## config.mk

```make
export PLATFORM = sky130hd
export DESIGN_NAME = netctl_regfile
export DESIGN_NICKNAME = d
export VERILOG_FILES = /design/src/rtl/netctl_pkg.sv /design/src/rtl/netctl_cmd.sv /design/src/rtl/netctl_irq.sv /design/src/rtl/netctl_cfgregs.sv /design/src/rtl/netctl_regfile.sv
export SDC_FILE = /design/constraint.sdc
export NUM_CORES = 1
export LEC_CHECK = 0
export BUFFER_PORTS_ARGS = -buffer_cell sky130_fd_sc_hd__buf_2
export CAP_MARGIN = 20
export CORE_UTILIZATION = 45
export DETAILED_ROUTE_END_ITERATION = 8
export PLACE_DENSITY = 0.67
export SLEW_MARGIN = 20
export SYNTH_ARGS = -nofsm -noshare
export SYNTH_HDL_FRONTEND = slang
export SYNTH_SLANG_ARGS = --single-unit
```

## constraint.sdc

```tcl
create_clock -name clk -period 1.6 [get_ports clk]
set_clock_uncertainty 0.15 [all_clocks]
set_input_delay 0 -clock clk [delete_from_list [all_inputs] [get_ports clk]]
set_output_delay 0 -clock clk [all_outputs]
set_load 0.02 [all_outputs]
```

## src/rtl/netctl_pkg.sv

```systemverilog
package netctl_pkg;
  localparam int DW = 16;
  localparam int AW = 6;

  localparam logic [AW-1:0] A_CMD   = 6'h00;
  localparam logic [AW-1:0] A_STAT  = 6'h01;
  localparam logic [AW-1:0] A_MASK  = 6'h02;
  localparam logic [AW-1:0] A_CFG   = 6'h03;
  localparam logic [AW-1:0] A_CFG2  = 6'h04;
  localparam logic [AW-1:0] A_TXC   = 6'h05;
  localparam logic [AW-1:0] A_RXC   = 6'h06;
  localparam logic [AW-1:0] A_SEQ   = 6'h07;
  localparam logic [AW-1:0] A_PTR0  = 6'h08;
  localparam logic [AW-1:0] A_EOBC  = 6'h0C;
  localparam logic [AW-1:0] A_TAL0  = 6'h10;
  localparam logic [AW-1:0] A_REV   = 6'h14;
  localparam logic [AW-1:0] A_CAM0  = 6'h15;
  localparam logic [AW-1:0] A_CAM2  = 6'h17;

  localparam int B_HALT  = 0;
  localparam int B_TX    = 1;
  localparam int B_RXOFF = 2;
  localparam int B_RXON  = 3;
  localparam int B_TSTOP = 4;
  localparam int B_TGO   = 5;
  localparam int B_RST   = 7;
  localparam int B_RRA   = 8;
  localparam int B_LCAM  = 9;

  localparam logic [DW-1:0] CMD_MASK   = 16'h03BF;
  localparam logic [DW-1:0] CMD_INIT   = 16'h0094;
  localparam logic [DW-1:0] CFG_MASK   = 16'hBFFF;
  localparam logic [DW-1:0] CFG2_MASK  = 16'hF017;
  localparam logic [DW-1:0] TXC_MASK   = 16'hF000;
  localparam logic [DW-1:0] RXC_MASK   = 16'hFFE0;
  localparam logic [DW-1:0] IMASK_MASK = 16'h7FFF;
  localparam logic [DW-1:0] PTR_MASK   = 16'hFFFE;
  localparam logic [DW-1:0] EOBC_INIT  = 16'h02F8;
  localparam logic [DW-1:0] REV_VALUE  = 16'h0004;
  localparam int            ST_EXH     = 5;

  typedef struct packed {
    logic tx;
    logic rra;
    logic lcam;
    logic tmr_go;
    logic tmr_halt;
    logic rx_on;
    logic rx_off;
  } act_t;
endpackage

```

## src/rtl/netctl_cmd.sv

```systemverilog
module netctl_cmd
  import netctl_pkg::*;
(
  input  logic          clk,
  input  logic          rst_n,
  input  logic          wr,
  input  logic [DW-1:0] wdata,
  input  logic [2:0]    done,
  output logic [DW-1:0] cmd_q,
  output act_t          act
);
  logic          blocked, accepted;
  logic [DW-1:0] cmd_n;

  assign blocked  = wr && cmd_q[B_RST] && !wdata[B_RST];
  assign accepted = wr && !blocked;

  always_comb begin
    cmd_n = cmd_q;
    if (done[0]) cmd_n[B_TX]   = 1'b0;
    if (done[1]) cmd_n[B_RRA]  = 1'b0;
    if (done[2]) cmd_n[B_LCAM] = 1'b0;
    if (blocked) begin
      cmd_n[B_RST] = 1'b0;
    end else if (accepted) begin
      cmd_n = cmd_n | (wdata & CMD_MASK);
      if (wdata[B_RXOFF]) cmd_n[B_RXON]  = 1'b0;
      if (wdata[B_RXON])  cmd_n[B_RXOFF] = 1'b0;
      if (wdata[B_TSTOP]) cmd_n[B_TGO]   = 1'b0;
      if (wdata[B_TGO])   cmd_n[B_TSTOP] = 1'b0;
      if (wdata[B_RST]) begin
        cmd_n[B_LCAM]  = 1'b0;
        cmd_n[B_RRA]   = 1'b0;
        cmd_n[B_TX]    = 1'b0;
        cmd_n[B_HALT]  = 1'b0;
        cmd_n[B_RST]   = 1'b1;
        cmd_n[B_RXOFF] = 1'b1;
      end
    end
  end

  always_ff @(posedge clk or negedge rst_n) begin
    if (!rst_n) cmd_q <= CMD_INIT;
    else        cmd_q <= cmd_n;
  end

  always_comb begin
    act.tx       = accepted && wdata[B_TX];
    act.rra      = accepted && wdata[B_RRA];
    act.lcam     = accepted && wdata[B_LCAM];
    act.tmr_go   = accepted && wdata[B_TGO];
    act.tmr_halt = accepted && wdata[B_TSTOP];
    act.rx_on    = accepted && wdata[B_RXON];
    act.rx_off   = accepted && wdata[B_RXOFF];
  end

  // a blocked command write only drops the reset bit
  a_r5_reset_lock: assert property (@(posedge clk) disable iff (!rst_n)
    (wr && cmd_q[B_RST] && !wdata[B_RST] && done == 3'b000)
      |=> (cmd_q == ($past(cmd_q) & ~(16'h1 << B_RST))));

  // timer start and stop never both latched
  a_r7_timer_exclusive: assert property (@(posedge clk) disable iff (!rst_n)
    !(cmd_q[B_TGO] && cmd_q[B_TSTOP]));

  // done retires the latched transmit bit
  a_r13_done_tx: assert property (@(posedge clk) disable iff (!rst_n)
    (done[0] && !wr) |=> !cmd_q[B_TX]);
endmodule

```

## src/rtl/netctl_irq.sv

```systemverilog
module netctl_irq
  import netctl_pkg::*;
(
  input  logic          clk,
  input  logic          rst_n,
  input  logic          wr_stat,
  input  logic          wr_mask,
  input  logic [DW-1:0] wdata,
  input  logic [DW-1:0] stat_set,
  output logic [DW-1:0] istat_q,
  output logic [DW-1:0] imask_q,
  output logic          rra_req,
  output logic          irq
);
  logic [DW-1:0] clr;

  assign clr     = wr_stat ? (wdata & istat_q) : '0;
  assign rra_req = clr[ST_EXH];
  assign irq     = |(istat_q & imask_q);

  always_ff @(posedge clk or negedge rst_n) begin
    if (!rst_n) begin
      istat_q <= '0;
      imask_q <= '0;
    end else begin
      istat_q <= (istat_q & ~clr) | stat_set;
      if (wr_mask) imask_q <= wdata & IMASK_MASK;
    end
  end

  // top mask bit never stored
  a_r4_mask_msb: assert property (@(posedge clk) disable iff (!rst_n)
    !imask_q[DW-1]);

  // written ones are gone after the edge when nothing sets them
  a_r2_w1c: assert property (@(posedge clk) disable iff (!rst_n)
    (wr_stat && stat_set == '0) |=> ((istat_q & $past(wdata)) == '0));

  // zero mask silences the interrupt
  a_r1_irq_off: assert property (@(posedge clk) disable iff (!rst_n)
    (wr_mask && wdata == '0) |=> !irq);
endmodule

```

## src/rtl/netctl_cfgregs.sv

```systemverilog
module netctl_cfgregs
  import netctl_pkg::*;
#(
  parameter int NPTR   = 4,
  parameter int NTALLY = 3
) (
  input  logic          clk,
  input  logic          rst_n,
  input  logic          wr,
  input  logic [AW-1:0] addr,
  input  logic [DW-1:0] wdata,
  input  logic          in_reset,
  output logic [DW-1:0] rd_val
);
  logic [DW-1:0] cfg_q, cfg2_q, txc_q, rxc_q, seq_q, eobc_q;
  logic [DW-1:0] ptr_q   [NPTR];
  logic [DW-1:0] tally_q [NTALLY];

  always_ff @(posedge clk or negedge rst_n) begin
    if (!rst_n) begin
      cfg_q  <= '0;
      cfg2_q <= '0;
      txc_q  <= '0;
      rxc_q  <= '0;
      seq_q  <= '0;
      eobc_q <= EOBC_INIT;
    end else if (wr) begin
      case (addr)
        A_CFG:  if (in_reset) cfg_q  <= wdata & CFG_MASK;
        A_CFG2: if (in_reset) cfg2_q <= wdata & CFG2_MASK;
        A_TXC:  txc_q  <= wdata & TXC_MASK;
        A_RXC:  rxc_q  <= wdata & RXC_MASK;
        A_SEQ:  seq_q  <= wdata;
        A_EOBC: eobc_q <= wdata;
        default: ;
      endcase
    end
  end

  for (genvar gi = 0; gi < NPTR; gi++) begin : g_ptr
    always_ff @(posedge clk or negedge rst_n) begin
      if (!rst_n) ptr_q[gi] <= '0;
      else if (wr && addr == A_PTR0 + AW'(gi)) ptr_q[gi] <= wdata & PTR_MASK;
    end
    // pointers stay even
    a_r10_ptr_even: assert property (@(posedge clk) disable iff (!rst_n)
      !ptr_q[gi][0]);
  end

  for (genvar gt = 0; gt < NTALLY; gt++) begin : g_tally
    always_ff @(posedge clk or negedge rst_n) begin
      if (!rst_n) tally_q[gt] <= '0;
      else if (wr && addr == A_TAL0 + AW'(gt)) tally_q[gt] <= ~wdata;
    end
  end

  always_comb begin
    rd_val = '0;
    case (addr)
      A_CFG:  rd_val = cfg_q;
      A_CFG2: rd_val = cfg2_q;
      A_TXC:  rd_val = txc_q;
      A_RXC:  rd_val = rxc_q;
      A_SEQ:  rd_val = seq_q;
      A_EOBC: rd_val = eobc_q;
      default: ;
    endcase
    for (int i = 0; i < NPTR; i++)
      if (addr == A_PTR0 + AW'(i)) rd_val = ptr_q[i];
    for (int j = 0; j < NTALLY; j++)
      if (addr == A_TAL0 + AW'(j)) rd_val = tally_q[j];
  end

  // configuration frozen outside reset
  a_r8_cfg_locked: assert property (@(posedge clk) disable iff (!rst_n)
    (wr && addr == A_CFG && !in_reset) |=> $stable(cfg_q));
endmodule

```

## src/rtl/netctl_regfile.sv

```systemverilog
module netctl_regfile
  import netctl_pkg::*;
#(
  parameter int NPTR   = 4,
  parameter int NTALLY = 3
) (
  input  logic        clk,
  input  logic        rst_n,
  input  logic [5:0]  reg_addr,
  input  logic        reg_wr,
  input  logic [15:0] reg_wdata,
  input  logic        reg_rd,
  output logic [15:0] reg_rdata,
  input  logic [15:0] stat_set,
  input  logic [2:0]  seq_done,
  output logic        act_tx,
  output logic        act_rra,
  output logic        act_lcam,
  output logic        act_tmr_go,
  output logic        act_tmr_halt,
  output logic        act_rx_on,
  output logic        act_rx_off,
  output logic        irq
);
  logic [DW-1:0] cmd_q, istat_q, imask_q, cfg_rd;
  logic          rra_from_stat;
  act_t          act;
  logic [DW-1:0] rd_mux;

  netctl_cmd u_cmd (
    .clk   (clk),
    .rst_n (rst_n),
    .wr    (reg_wr && reg_addr == A_CMD),
    .wdata (reg_wdata),
    .done  (seq_done),
    .cmd_q (cmd_q),
    .act   (act)
  );

  netctl_irq u_irq (
    .clk      (clk),
    .rst_n    (rst_n),
    .wr_stat  (reg_wr && reg_addr == A_STAT),
    .wr_mask  (reg_wr && reg_addr == A_MASK),
    .wdata    (reg_wdata),
    .stat_set (stat_set),
    .istat_q  (istat_q),
    .imask_q  (imask_q),
    .rra_req  (rra_from_stat),
    .irq      (irq)
  );

  netctl_cfgregs #(.NPTR(NPTR), .NTALLY(NTALLY)) u_cfg (
    .clk      (clk),
    .rst_n    (rst_n),
    .wr       (reg_wr),
    .addr     (reg_addr),
    .wdata    (reg_wdata),
    .in_reset (cmd_q[B_RST]),
    .rd_val   (cfg_rd)
  );

  assign act_tx       = act.tx;
  assign act_rra      = act.rra || rra_from_stat;
  assign act_lcam     = act.lcam;
  assign act_tmr_go   = act.tmr_go;
  assign act_tmr_halt = act.tmr_halt;
  assign act_rx_on    = act.rx_on;
  assign act_rx_off   = act.rx_off;

  always_comb begin
    case (reg_addr)
      A_CMD:   rd_mux = cmd_q;
      A_STAT:  rd_mux = istat_q;
      A_MASK:  rd_mux = imask_q;
      A_REV:   rd_mux = REV_VALUE;
      default: rd_mux = cfg_rd;
    endcase
    if (reg_addr >= A_CAM0 && reg_addr <= A_CAM2) rd_mux = '0;
  end

  assign reg_rdata = reg_rd ? rd_mux : '0;

  // revision constant whenever read
  a_r11_rev: assert property (@(posedge clk) disable iff (!rst_n)
    (reg_rd && reg_addr == A_REV) |-> (reg_rdata == 16'h0004));
endmodule

```

# == After elaboration in Yosys (flattened, before gate mapping) ==
# Index checks and enable logic that the tools add are counted.
# totals
word_cells,103
inputBits,45
out_inout_bits,24
reg_bits,225
# classes
eq_ne,16
n_reduce_logical,34
n_mux,25
n_bitwise,8
magnitude_cmp,2
# op_table
operator,n
16-bit two-way mux,10
16-bit case mux with 6 select lines,1
16-bit case mux with 4 select lines,1
16-bit AND,2
16-bit inverter,2
"6-bit by 4-bit equality test with 1-bit output, second input constant",5
"6-bit by 3-bit equality test with 1-bit output, second input constant",4
"6-bit by 5-bit equality test with 1-bit output, second input constant",4
1-bit logical AND,21
16-bit by 15-bit AND with 16-bit output,1
16-bit by 10-bit bitwise OR with 16-bit output,1
16-bit bitwise OR,1
16-bit OR reduction,1
"6-bit by 2-bit equality test with 1-bit output, second input constant",2
10-bit two-way mux,1
2-bit AND reduction,5
1-bit two-way mux,8
"6-bit by 1-bit equality test with 1-bit output, second input constant",1
"6-bit by 5-bit >= comparator with 1-bit output, second input constant",1
"6-bit by 5-bit <= comparator with 1-bit output, second input constant",1
6-bit logical NOT,1
3-bit two-way mux,2
3-bit AND reduction,2
2-bit two-way mux,2
4 further kinds,5

# == Logic depth before layout (Yosys ltp) ==
# Gate-level depths: netlist (run 1).
# logic_depth
word_depth,12
depth_mapped,8
ltp_nobuf,5

# == Hierarchy ==
# A second synthesis (run 1) with hierarchy kept.
# unflattened
hier_cells,914
hier_area_um2,10660.2
# modules_own_cells
module,seq_area_each_um2,n_inst,cells_each,area_each_um2
netctl_cfgregs,4461.8,1,684,8205.4
netctl_irq,775.7,1,94,1281.2
netctl_regfile,0.0,1,90,684.4
netctl_cmd,229.0,1,46,489.2

# == Least setup slack after synthesis (run 1) ==
# No wires, ideal clock.
# synth_path
path_type,input-to-output
from,in reg_addr[4]
to,out reg_rdata[3]
required_ns,1.450
path_buffers,3
cell_stages,8
arrival_ns,1.956
slack_ns,-0.506
cell_sequence,buf_6 or4b_4 buf_6 nor2_4 buf_2 a222oi_1 nand4_1 nor4b_1
# synth_between
elab_chain_cells,12
word_cells_on_any_way,31
cone_classes,order compare: 2; eq/ne: 16; mux: 11; reduce/logical: 2
# synth_rtl
element,line_no,source
"start, declared",netctl_regfile.sv:9,"input logic [5:0] reg_addr,"
6-bit by 4-bit equality test with 1-bit output (tied with other cells),netctl_cfgregs.sv:59,case (addr)
16-bit case mux with 6 select lines,netctl_cfgregs.sv:59,
16-bit two-way mux (4 in a row),netctl_cfgregs.sv:69,if (addr == A_PTR0 + AW'(i)) rd_val = ptr_q[i];
16-bit two-way mux (3 in a row),netctl_cfgregs.sv:71,if (addr == A_TAL0 + AW'(j)) rd_val = tally_q[j];
16-bit case mux with 4 select lines,netctl_regfile.sv:72,case (reg_addr)
16-bit two-way mux (*),netctl_regfile.sv:79,if (reg_addr >= A_CAM0 && reg_addr <= A_CAM2) rd_mux = '0;
16-bit two-way mux (*),netctl_regfile.sv:82,assign reg_rdata = reg_rd ? rd_mux : '0;
"end, declared",netctl_regfile.sv:13,"output logic [15:0] reg_rdata,"
# Mark *: on every way between the ends. The rest lies on a longest branch, timed or not.

# == Final worst setup path (run 1) ==
# layout_path
from,reg u_cfg.seq_q[14]
to,out reg_rdata[14]
# layout_between
elab_chain_cells,11
# layout_rtl
element,line_no,source
"start, declared",netctl_cfgregs.sv:15,"logic [DW-1:0] cfg_q, cfg2_q, txc_q, rxc_q, seq_q, eobc_q;"
"start signal, assigned",netctl_cfgregs.sv:33,A_SEQ: seq_q <= wdata;
16-bit case mux with 6 select lines,netctl_cfgregs.sv:59,
16-bit two-way mux (4 in a row),netctl_cfgregs.sv:69,
16-bit two-way mux (3 in a row),netctl_cfgregs.sv:71,
16-bit case mux with 4 select lines,netctl_regfile.sv:72,
16-bit two-way mux,netctl_regfile.sv:79,
16-bit two-way mux,netctl_regfile.sv:82,
# Every way passes these cells.

==> flow_summary.json, run 1 <==
{
  "violations": "hold timing, setup timing",
  "setup_viol": 50,
  "syn_area_per_cell_um2": 11.29,
  "cts_tree": "built",
  "clock-root-buffer": "clkbuf_16",
  "synth_enable_flop_cells": 0,
  "place_hpwl_um": 23130,
  "grt_pass1_vias": 9093,
  "synth_nets": 972,
  "grt_pass1_wl_um": 53210,
  "cts_sinks": 218,
  "initial_utilization_pct": 46.09,
  "drt_iter0_drc": 634,
  "hold_viol_final": 1,
  "timing.final.crit_share_pct": 137.3,
  "die_h_um": 154.5,
  "worstMarginPinSlew_ns": 0.4663,
  "insertion_delay_ns": 0.51,
  "finalPower_uw": 13950,
  "p_leak_uw": 0.006793,
  "whs_ns": -0.001968,
  "cts-buffers-inserted": 24,
  "ys.flop_type": "dfrtp_1",
  "routed_wl_um": 34770,
  "multiInputGateArea_um2": 5439,
  "path_class": "flip-flop to output port",
  "drtAntennaViolNets": 0,
  "pre_cts_ws_ns": -0.7247,
  "cap_violations": 0,
  "seq_area_um2": 5466,
  "num_antenna_cells": 0,
  "syn_inst": 927,
  "slew_headroom_pct": 68.91,
  "critPathRequiredTime_ns": 1.45,
  "core_um2": 22710,
  "worst_slack_ns": -0.5963,
  "final_cell_mix": "dfrtp_1 (209), buf_4 (137), mux2_2 (116)",
  "yosysUniqueCellTypes": 71,
  "layout.cells.most_common": "dfrtp_1",
  "via_count": 9016,
  "grt_max_degree": 50,
  "antenna_found_initial": 0,
  "synth-seq-cells": 218,
  "path_clk_slew_ns": 0.06,
  "die_w_um": 154.5,
  "min_path_type": "input pin to flip-flop",
  "clk_path_buf_depth": 3,
  "overflow": 0,
  "drc": 0,
  "gr-usage-all-layers_pct": 29.33,
  "vias_per_cell": 6.067,
  "end_kind": "output port",
  "gp_congestion": 0.8757,
  "period_needed_ns": 2.196,
  "drive_gt1_share_pct": 48.38,
  "synthesis.area_um2": 10470,
  "boundaryPins": 69,
  "yosysSeqAreaShare_pct": 52.22,
  "max_freq_mhz": 455.3,
  "synth_warnings": 0,
  "rsz0062_at_grt": "yes",
  "portBuffers": 68,
  "synthToLayoutAreaGrowth_pct": 42.96,
  "status": "complete, but fails checks",
  "die_area_um2": 23870,
  "fin_nets": 1229,
  "firstDrtPassIters": 7,
  "p_per_area_nw_per_um2": 932.3,
  "startpoint_type": "flip-flop",
  "fillCellCount": 1633,
  "htree_levels": 1,
  "finish.utilization_pct": 65.90,
  "ir_drop_uv": 561.0,
  "wl_per_cell_um": 23.40,
  "drv_slew": 0,
  "worstPathArrival_ns": 2.05,
  "async_flop_share_pct": 100.0,
  "path_max_fanout": 2,
  "rows": 55,
  "tns_ns": -15.96
}
-- flip-flops by register name, summed over array words and instances (netlist names), 11 cells and up --
signal         cells
u_cfg.cfg_q       15
u_cfg.eobc_q      16
u_cfg.ptr_q       60
u_cfg.rxc_q       11
u_cfg.seq_q       16
u_cfg.tally_q     48
u_irq.imask_q     15
u_irq.istat_q     16
-- report_power, final --
group	total [µW]	switching (µW)	internal (µW)
Combinational	2020	978	1040
Clock	5410	2190	3220
Sequential	6520	384	6140
-- critical path: stages (launching register included) --
cell	delay, ns
dfrtp_1	0.37
mux4_2	0.48
a22oi_2	0.19
and3_4	0.23
a31oi_4	0.10
buf_6	0.16
-- synth_stat cells, drive strengths merged (4+ instances only) --
library cell | count | area share (%)
a2111oi | 4 | 0.35
a211oi | 5 | 0.36
a21o | 17 | 1.2
a21oi | 26 | 1.3
a221o | 6 | 0.57
a221oi | 14 | 1.2
a22o | 5 | 0.42
a22oi | 26 | 1.9
a31oi | 7 | 0.42
and2 | 7 | 0.42
and3 | 20 | 1.2
buf | 45 | 2.5
clkbuf | 30 | 1.1
dfrtp | 209 | 50
dfstp | 9 | 2.3
inv | 5 | 0.18
mux2 | 141 | 15
mux2i | 11 | 1.1
nand2 | 104 | 3.9
nand2b | 6 | 0.36
nand3 | 11 | 0.53
nor2 | 46 | 2.2
nor2b | 9 | 0.54
nor3 | 5 | 0.24
nor4b | 5 | 0.42
o211a | 4 | 0.38
o21a | 4 | 0.29
o21ai | 84 | 4.0
o221ai | 7 | 0.59
o2bb2ai | 4 | 0.33
-- through the flow --
stage | hold WS, ns | cells | cell area, µm²
6_report | -0.001968 | 1486 | 14960
5_1_grt | 0.009100 | 1486 | 14960
4_1_cts | 0.01192 | 1472 | 14520
3_5_place_dp | -0.1916 | 1360 | 12400
3_3_place_gp | -0.1907 | 1360 | 12400
2_1_floorplan | -0.4456 | 927 | 10750
-- path summary, 6_finish.rpt --
path / end / slack [ns] / startpoint / cells past startpoint
max in group asynchronous: u_cfg.eobc_q[9] / 0.25 / rst_n / 4
setup / recovery: reg_rdata[14] / -0.60 / u_cfg.seq_q[14] / 5
hold / removal: u_cmd.cmd_q[7] / -0.002 / reg_wr / 5
min in group asynchronous: u_irq.istat_q[5] / 0.40 / rst_n / 3
setup reg to reg: u_cfg.cfg_q[3] / -0.26 / u_cmd.cmd_q[7] / 7
hold reg to reg: u_cfg.tally_q[4] / 0.33 / u_cfg.tally_q[4] / 2
-- layer usage --
| layer | global-route usage, % | part of all wire [%] | vias up | routed length, µm |
|---|---|---|---|---|
| li1 | - | - | 3944 | - |
| met1 | 40.28 | 42 | 4555 | 14560 |
| met2 | 46.11 | 46 | 418 | 16150 |
| met3 | 4.875 | 7.4 | 99 | 2569 |
| met4 | 12.35 | 4.3 | 0 | 1492 |
| met5 | 0 | 0 | - | 0 |
-- cell type report --
cell class | instances | share of cell area, %
clock buffers | 39 | 5.067
clock inverters | 4 | 0.1338
inverters | 5 | 0.1254
repair buffers | 306 | 19.41
multi-input cells | 629 | 36.35
flip-flops and latches | 218 | 36.53
well taps | 285 | 2.383
-- cells by family after synthesis --
family / after synthesis / share of synthesized area [%]
mux: 155 / 16.87
compound gates: 247 / 16.24
buf+inv: 80 / 3.729
simple gates: 227 / 10.94
flops: 218 / 52.22
-- repair_timing --
item                                    CTS  global route
pin swaps                                52            43
setup buffers                            33            16
hold buffers                             38             1
endpoints found under the setup margin   63            91
endpoints found under the hold margin   429            15
resized for setup                       160            79
gates cloned                              2             0
No activity file was read; power rests on OpenSTA's default activity.
==> run 2, diff against run 1 <==
--- a/config.mk
+++ b/config.mk
@@ -5,11 +5,11 @@
 export SDC_FILE = /design/constraint.sdc
 export NUM_CORES = 1
 export LEC_CHECK = 0
-export BUFFER_PORTS_ARGS = -buffer_cell sky130_fd_sc_hd__buf_2
 export CAP_MARGIN = 20
 export CORE_UTILIZATION = 45
 export DETAILED_ROUTE_END_ITERATION = 8
-export PLACE_DENSITY = 0.67
+export DONT_BUFFER_PORTS = 1
+export PLACE_DENSITY = 0.64
 export SLEW_MARGIN = 20
 export SYNTH_ARGS = -nofsm -noshare
 export SYNTH_HDL_FRONTEND = slang
==> flow_summary.json, run 2 (synthesis gave the netlist of run 1 again) <==
{
  "vias_per_cell": 6.161,
  "p_sw_uw": 3331,
  "end_kind": "output port",
  "drive_gt1_share_pct": 38.37,
  "max_freq_mhz": 457.9,
  "via_count": 8514,
  "cts_tree": "built",
  "fin_nets": 1123,
  "portBuffers": 0,
  "internal_power_uw": 10040,
  "pwr-share-seq_pct": 48.7,
  "cp_slowest_cell": "mux4_2",
  "synthToLayoutAreaGrowth_pct": 30.98,
  "cts-buffers-inserted": 24,
  "slew_headroom_pct": 42.38,
  "placed_cells": 1262,
  "cap_violations": 0,
  "firstDrtPassIters": 5,
  "grt_pass1_vias": 8486,
  "rows": 55,
  "initial_utilization_pct": 46.09,
  "setup_viol": 47,
  "violations": "hold timing, setup timing",
  "path_max_fanout": 2,
  "largest_register_ffs": 60,
  "whs_ns": -0.9771,
  "critPathTopFamily": "multiplexers",
  "place_hpwl_um": 21740,
  "startpoint_type": "flip-flop",
  "path_cells": "mux4_2, a22oi_2, and3_4, a31oi_4, buf_6",
  "path_class": "flip-flop to output port",
  "min_path_type": "input pin to asynchronous set/reset pin",
  "antenna_found_initial": 4,
  "power_frac_comb_pct": 11.7,
  "clk_path_buf_depth": 3,
  "reg_top3": "u_cfg.ptr_q x60, u_cfg.tally_q x48",
  "worst_slack_ns": -0.5838,
  "routed_wl_um": 34830,
  "tns_ns": -11.78,
  "overflow": 0,
  "cts_sinks": 218,
  "hold_viol_final": 325,
  "htree_levels": 1,
  "p_sw_share_pct": 24.91,
  "die_h_um": 154.5,
  "layout.cells.most_common": "dfrtp_1",
  "drtAntennaViolNets": 0,
  "worstMarginPinSlew_ns": 0.8614,
  "grt_max_degree": 219,
  "drt_iter0_drc": 965,
  "p_per_area_nw_per_um2": 975.2,
  "drv_slew": 0,
  "crit_buf_inv": 1,
  "die_w_um": 154.5,
  "p_leak_uw": 0.006057,
  "final_cell_mix": "dfrtp_1 (209), mux2_2 (115), buf_4 (108)",
  "worstPathArrival_ns": 2.03,
  "drc": 0,
  "grt_pass1_wl_um": 52870,
  "period_needed_ns": 2.184,
  "core_um2": 22710,
  "rsz0062_at_grt": "yes",
  "gr-usage-all-layers_pct": 29.60,
  "timing.final.crit_share_pct": 136.5,
  "status": "complete, but fails checks",
  "critPathRequiredTime_ns": 1.45,
  "insertion_delay_ns": 0.52,
  "instances_no_fill": 1382,
  "clockPowerShare_pct": 39.6,
  "slowest_delay_ns": 0.48,
  "die_area_um2": 23870,
  "path_clk_slew_ns": 0.06,
  "ir_drop_uv": 695.3,
  "clock-root-buffer": "clkbuf_16",
  "wl_per_cell_um": 25.20,
  "regMostFlops": "u_cfg.ptr_q",
  "boundaryPins": 69,
  "gp_congestion": 0.8895
}
## run 2: power by group through the flow
stage          Clock [µW]  Sequential, µW  Combinational (µW)
4_1_cts              5350            6480                1490
3_5_place_dp            0            6570                1190
5_1_grt              5580            6560                1680
3_3_place_gp            0            6550                1150
2_1_floorplan           0            6460                 987
6_report             5300            6510                1560
## run 2: final timing paths
| kind | endpoint | cells after the start | slack (ns) | startpoint |
|---|---|---|---|---|
| setup / recovery | reg_rdata[14] | 5 | -0.58 | u_cfg.seq_q[14] |
| hold / removal | u_irq.istat_q[4] | 0 | -0.98 | rst_n |
| setup reg to reg | u_cfg.cfg_q[13] | 5 | -0.11 | u_cmd.cmd_q[7] |
| hold reg to reg | u_cfg.ptr_q[39] | 2 | 0.33 | u_cfg.ptr_q[39] |
| max in group asynchronous | u_cmd.cmd_q[2] | 0 | 1.78 | rst_n |
| min in group clk | u_cmd.cmd_q[2] | 3 | -0.30 | reg_wr |
## run 2: routing by layer
metal,share of wire [%],global-route usage (%),up-vias
met5,0.066,0,-
met4,3.7,11.03,4
met3,7.6,4.875,81
met2,46,45.81,412
met1,43,41.90,4283
li1,-,-,3734
## run 2: repair_timing
action	in CTS	in global routing
pin swaps	40	23
gates resized for setup	92	28
setup buffers	11	8
endpoints found under the setup margin	39	77
hold endpoints to repair	438	332
hold buffers	58	4
## run 2: area by class of cell
type,instances,area [µm²]
inverters,5,18.77
diodes,5,12.51
well taps,285,356.6
fillers,1828,8999
repair buffers,200,1896
multi-input cells,629,5225
clock buffers,37,720.7
flip-flops and latches,218,5466
clock inverters,3,15.01
## run 2: per-stage QoR
step,setup WS [ns],utilization (%),cell area [µm²],total power (µW)
2_1_floorplan,-0.2077,-,10750,7444
3_3_place_gp,-0.3746,51.49,11690,7703
3_5_place_dp,-0.4041,51.49,11690,7758
4_1_cts,-0.5962,59.31,13470,13320
5_1_grt,-0.6239,60.34,13700,13820
6_report,-0.5838,60.37,13710,13370
